`src/rtl/pipe_hazard_ctrl.sv`:
```
`timescale 1ns/1ps
module pipe_hazard_ctrl #(
  parameter int XLEN       = 32,
  parameter int RW         = 5,
  parameter int TRAP_CAUSE = 11
) (
  input  logic            clk,
  input  logic            rst_n,
  input  logic [XLEN-1:0] fetch_pc,
  input  logic [RW-1:0]   ifid_rs1,
  input  logic [RW-1:0]   ifid_rs2,
  input  logic [XLEN-1:0] idex_pc,
  input  logic [XLEN-1:0] idex_imm,
  input  logic [RW-1:0]   idex_rs1,
  input  logic [RW-1:0]   idex_rs2,
  input  logic [RW-1:0]   idex_rd,
  input  logic [XLEN-1:0] idex_rs1_val,
  input  logic [XLEN-1:0] idex_rs2_val,
  input  logic            idex_is_load,
  input  logic            idex_is_branch,
  input  logic [2:0]      idex_funct3,
  input  logic            idex_is_ecall,
  input  logic [RW-1:0]   exmem_rd,
  input  logic            exmem_wen,
  input  logic [XLEN-1:0] exmem_result,
  input  logic [RW-1:0]   memwb_rd,
  input  logic            memwb_wen,
  input  logic [XLEN-1:0] memwb_result,
  input  logic [XLEN-1:0] trap_vec,
  output logic [1:0]      fwd_a_sel,
  output logic [1:0]      fwd_b_sel,
  output logic            br_taken,
  output logic            pc_we,
  output logic [1:0]      pc_sel,
  output logic [XLEN-1:0] next_pc,
  output logic            ifid_we,
  output logic            ifid_clr,
  output logic            idex_we,
  output logic            idex_clr,
  output logic            mepc_we,
  output logic            mcause_we,
  output logic            mtval_we,
  output logic [XLEN-1:0] mepc_d,
  output logic [XLEN-1:0] mcause_d,
  output logic [XLEN-1:0] mtval_d
);

  localparam logic [1:0] SEL_REG = 2'b00;
  localparam logic [1:0] SEL_WB  = 2'b01;
  localparam logic [1:0] SEL_MEM = 2'b10;

  localparam logic [1:0] PC_SEQ  = 2'b00;
  localparam logic [1:0] PC_BR   = 2'b01;
  localparam logic [1:0] PC_TRAP = 2'b10;

  typedef enum logic [1:0] {TR_IDLE = 2'd0, TR_WRITE = 2'd1, TR_JUMP = 2'd2} trap_t;

  trap_t           st;
  logic [XLEN-1:0] epc_q;
  logic [XLEN-1:0] op_a, op_b;
  logic            cond;
  logic            trap_start, trap_hold, trap_jump;
  logic            load_use, lu_stall;

  function automatic logic [1:0] pick_src(input logic [RW-1:0] src);
    if (exmem_wen && exmem_rd != '0 && exmem_rd == src)
      return SEL_MEM;
    else if (memwb_wen && memwb_rd != '0 && memwb_rd == src)
      return SEL_WB;
    else
      return SEL_REG;
  endfunction

  assign fwd_a_sel = pick_src(idex_rs1);
  assign fwd_b_sel = pick_src(idex_rs2);

  assign op_a = (fwd_a_sel == SEL_MEM) ? exmem_result :
                (fwd_a_sel == SEL_WB)  ? memwb_result : idex_rs1_val;
  assign op_b = (fwd_b_sel == SEL_MEM) ? exmem_result :
                (fwd_b_sel == SEL_WB)  ? memwb_result : idex_rs2_val;

  always_comb begin
    case (idex_funct3)
      3'b000:  cond = (op_a == op_b);
      3'b001:  cond = (op_a != op_b);
      3'b100:  cond = ($signed(op_a) <  $signed(op_b));
      3'b101:  cond = ($signed(op_a) >= $signed(op_b));
      3'b110:  cond = (op_a <  op_b);
      3'b111:  cond = (op_a >= op_b);
      default: cond = 1'b0;
    endcase
  end

  assign trap_start = (st == TR_IDLE) && idex_is_ecall;
  assign trap_hold  = trap_start || (st == TR_WRITE);
  assign trap_jump  = (st == TR_JUMP);

  assign br_taken = idex_is_branch && cond && (st == TR_IDLE) && !idex_is_ecall;

  assign load_use = idex_is_load && idex_rd != '0 &&
                    (idex_rd == ifid_rs1 || idex_rd == ifid_rs2);
  assign lu_stall = load_use && !br_taken && !trap_hold && !trap_jump;

  assign pc_we    = !(trap_hold || lu_stall);
  assign ifid_we  = !(trap_hold || lu_stall);
  assign idex_we  = !trap_hold;
  assign ifid_clr = br_taken || trap_jump;
  assign idex_clr = br_taken || trap_jump || lu_stall;

  assign pc_sel = trap_jump ? PC_TRAP : (br_taken ? PC_BR : PC_SEQ);

  always_comb begin
    case (pc_sel)
      PC_BR:   next_pc = idex_pc + idex_imm;
      PC_TRAP: next_pc = trap_vec;
      default: next_pc = fetch_pc + XLEN'(4);
    endcase
  end

  always_ff @(posedge clk or negedge rst_n) begin
    if (!rst_n) begin
      st    <= TR_IDLE;
      epc_q <= '0;
    end else begin
      case (st)
        TR_IDLE: if (idex_is_ecall) begin
          st    <= TR_WRITE;
          epc_q <= idex_pc;
        end
        TR_WRITE: st <= TR_JUMP;
        default:  st <= TR_IDLE;
      endcase
    end
  end

  assign mepc_we   = (st == TR_WRITE);
  assign mcause_we = (st == TR_WRITE);
  assign mtval_we  = (st == TR_WRITE);
  assign mepc_d    = epc_q;
  assign mcause_d  = XLEN'(TRAP_CAUSE);
  assign mtval_d   = '0;

endmodule

```
`config.mk`:
```
export PLATFORM = sky130hd
export DESIGN_NAME = pipe_hazard_ctrl
export DESIGN_NICKNAME = d
export VERILOG_FILES = /design/src/rtl/pipe_hazard_ctrl.sv
export SDC_FILE = /design/constraint.sdc
export NUM_CORES = 1
export LEC_CHECK = 0
export CORE_AREA = 4 4 169 171
export DETAILED_ROUTE_END_ITERATION = 16
export DIE_AREA = 0 0 173 175
export DONT_BUFFER_PORTS = 1
export GPL_TIMING_DRIVEN = 0
export SYNTH_ARGS = -nofsm -noshare
export SYNTH_HDL_FRONTEND = slang
export SYNTH_SLANG_ARGS = --single-unit
```
`constraint.sdc`:
```
create_clock -name clk -period 9.3 [get_ports clk]
set_input_delay 1.86 -clock clk [delete_from_list [all_inputs] [get_ports clk]]
set_output_delay 1.86 -clock clk [all_outputs]
set_load 0.01 [all_outputs]
```
==> results.toml <==
[run_status]
status = "complete, no violations"

[power_and_ir_drop]
clockPowerShare = 0.218
switchingPower_w = 0.0003499
total_power_w = 0.0008162
p_comb_frac = 0.498
p_per_area_nw_per_um2 = 107.0
max-vdd-ir-drop_mv = 0.09799
p_sw_frac = 0.4287
p_seq_frac = 0.284
p_leak_nw = 3.072
intPower_w = 0.0004663

[floorplanning]
io-pin-count = 444
die_w_microns = 173
start_util = 0.2525
fp-row-count = 60
die_h_microns = 175
dieArea_sq_um = 30280
core_area_sq_um = 26880

[synthesis]
synth-simple-area-share = 0.1746
syn_avg_cell_area_sq_um = 7.598
ys_ff_latch = 34
synth_cell_type_count = 58
synth_top_family_by_area = "compound AO/OA/AOI/OAI gates"
yosys_most_used_dff = "dfrtp_1"
synthMuxAreaShare = 0.1490
synth_fa_ha_area_frac = 0.1210
synthArstFlopShare = 1.000
synth_edf_count = 0
yosysSeqAreaShare = 0.1254
synthCells = 893
netlist_area_sq_um = 6785
synth-xor-area-share = 0.1097
ys_warn_count = 0
synth_compound_area_frac = 0.2132

[global_routing]
antenna_found_initial = 1
grt.overflow.total = 0
grt_pass1_wl_microns = 43580
grt_use_total = 0.1858
grt_pass1_vias = 6847
grt_start_max_net_pins = 35

[sta]
fin_crit_ns = 8.997
whs_ns = 0.5840
fmax_mhz = 111.2
slew_headroom = 0.2157
fin_skew_ns = 0.008156
worst_pin_slew_ns = 1.166
rsz0062_at_grt = "no"
setup-violations-final = 0
final_max_slew_viol_count = 0
final.setup.worst_slack_ns = 0.3033
hold_viol_final = 0
min_period_over_period = 0.9674

[worst_setup_path]
path_cells = "xnor2_1 > nand3_1 > nor4_1 > clkbuf_1 > buf_1 > nor2_1 > a21oi_1 > ha_1 > nand2_1 > nor4_2 > a21boi_1 > a31oi_2 > nor3_1 > nor4b_2 > o21ba_2 > nand2b_2 > inv_2 > buf_2 > o21a_1 > buf_4"
slowest_delay_ns = 0.56
arrival_ns = 7.14
reg2regPathDepth = 4
startpoint = "exmem_rd[0]"
required_ns = 7.44
worstSetupPathType = "primary input to output port"
cp_max_fo = 10
r2r-start = "st[0]"
crit_path_top_delay_cell = "nor4_1"
worstSetupEndpointType = "output port"
crit_path_start_kind = "primary input"
r2r_setup_slack_ns = 6.79

[flow_run]
maxCapViolations = 0

[clocking]
clk_pin_slew_ns = 0.06
h-tree-depth = 2
clk_path_buf_depth = 2
root_buffer = "clkbuf_16"
cts_tree = "built"
clk_latency_ns = 0.29
hold_buffers = 0
cts_made_buffers = 5
cts_sinks = 34

[layout]
layout_commonest_cell = "a21oi_1"
drive_above_1_share = 0.1454
utilization = 0.2838
fillers = 2945
syn2layout_area_growth_pct = 12.43
diodes = 0
final_cell_mix = "84 x a21oi_1, 80 x nand2_1, 69 x nor2_1"
nets = 1328

[drt]
viasPerCell = 5.282
detail_route.wl_per_cell_microns = 23.40
drc = 0
drtIter0Drc = 332
drt_pass1_iterations = 7
ant_nets = 0
routed_wl_microns = 30510
num_vias = 6888

[worst_hold_path]
holdCritPathClass = "register to register"
whs_path_depth = 1
hold_start = "mepc_d[17]"

[placement]
portBuffers = 0
place_ws_ns = -0.5103
dp_hpwl_microns = 26520
gp_congestion = 0.9175
layout make-up:
cell class	instances	area [sq um]	area share
Buffer	105	665.6	0.08726
Clock inverter	2	12.51	0.001640
Clock buffer	6	138.9	0.01821
Sequential cell	34	850.8	0.1115
Tap cell	341	426.7	0.05593
Inverter	15	56.30	0.007381
Multi-Input combinational cell	801	5478	0.7181
worst paths after layout:
path / endpoint
worst min register to register: mepc_d[17]
worst max-delay path: pc_we
worst min-delay path: mepc_d[17]
worst max register to register: mepc_d[13]
max in group asynchronous: mepc_d[0]
min in group asynchronous: mepc_d[20]
what timing repair did:
action / 4_1_cts / 5_1_grt
endpoints found under the setup margin: 32 / 1
pin swaps: 0 / 0
gates cloned: 0 / 0
gates resized for setup: 4 / 2
buffers inserted: 0 / 0
registers in the layout (all words and copies together), names as in the netlist:
name	count
st	2
mepc_d	32
power groups by stage:
| stage | Sequential (W) | Clock [W] | Combinational (W) |
|---|---|---|---|
| after detailed placement | 0.000235 | 0 | 0.000403 |
| after global routing | 0.000236 | 0.000187 | 0.000446 |
| after global placement | 0.000235 | 0 | 0.000397 |
| after CTS | 0.000233 | 0.000182 | 0.000405 |
| final | 0.000232 | 0.000178 | 0.000407 |
| after floorplan | 0.000224 | 0 | 0.000313 |
stage by stage:
step / instance area (sq um) / TNS (ns) / cells
CTS: 7627 / 0 / 1304
global route: 7629 / 0 / 1304
finish: 7629 / 0 / 1304
detailed placement: 7456 / -8.246 / 1296
global placement: 7445 / -14.85 / 1296
floorplan: 7018 / 0 / 955
metal layers:
layer	share of wire	track usage	wire length (microns)
met1	0.35	0.1893	10670
met5	0	0	0
met4	0.043	0.07948	1326
met2	0.51	0.3513	15650
met3	0.094	0.05625	2869
cells in the mapped netlist (7+ instances only):
| cell | count | share of area |
|---|---|---|
| inv_1 | 13 | 0.0072 |
| nor2b_1 | 7 | 0.0065 |
| nor2_1 | 69 | 0.038 |
| clkbuf_1 | 25 | 0.014 |
| xnor2_1 | 45 | 0.058 |
| nand2b_1 | 8 | 0.0074 |
| a21oi_1 | 84 | 0.062 |
| o21ai_1 | 15 | 0.011 |
| dfrtp_1 | 34 | 0.13 |
| nand2_1 | 80 | 0.044 |
| o21ai_0 | 50 | 0.037 |
| mux2i_1 | 65 | 0.096 |
| o221ai_1 | 7 | 0.0090 |
| xor2_1 | 40 | 0.052 |
| a22oi_1 | 9 | 0.010 |
| a31oi_1 | 9 | 0.0083 |
| nor3_1 | 17 | 0.013 |
| nand3_1 | 20 | 0.015 |
| buf_4 | 68 | 0.075 |
| and3_1 | 10 | 0.0092 |
| ha_1 | 64 | 0.12 |
| buf_2 | 11 | 0.0081 |
| o21a_1 | 8 | 0.0089 |
| mux2_2 | 32 | 0.053 |
| a21o_1 | 11 | 0.012 |
| nand4_1 | 12 | 0.011 |
critical path: cells and delay by family:
family,cells,cell delay [ns]
adders and majority gates,1,0.17
xor gates and xnor gates,1,0.14
and+or+nand+nor,8,2.10
AOI/OAI and AO/OA,5,1.21
buffers and inverters,5,1.65
logic make-up after synthesis:
logic type	after synthesis
AND/OR/NAND/NOR	253
AO/OA/AOI/OAI	237
buffers and inverters	120
multiplexers	97
XOR/XNOR	85
adder cells (fa/ha/maj)	65
flip-flops	34
other	2
Power figures use the tool's default switching activity.
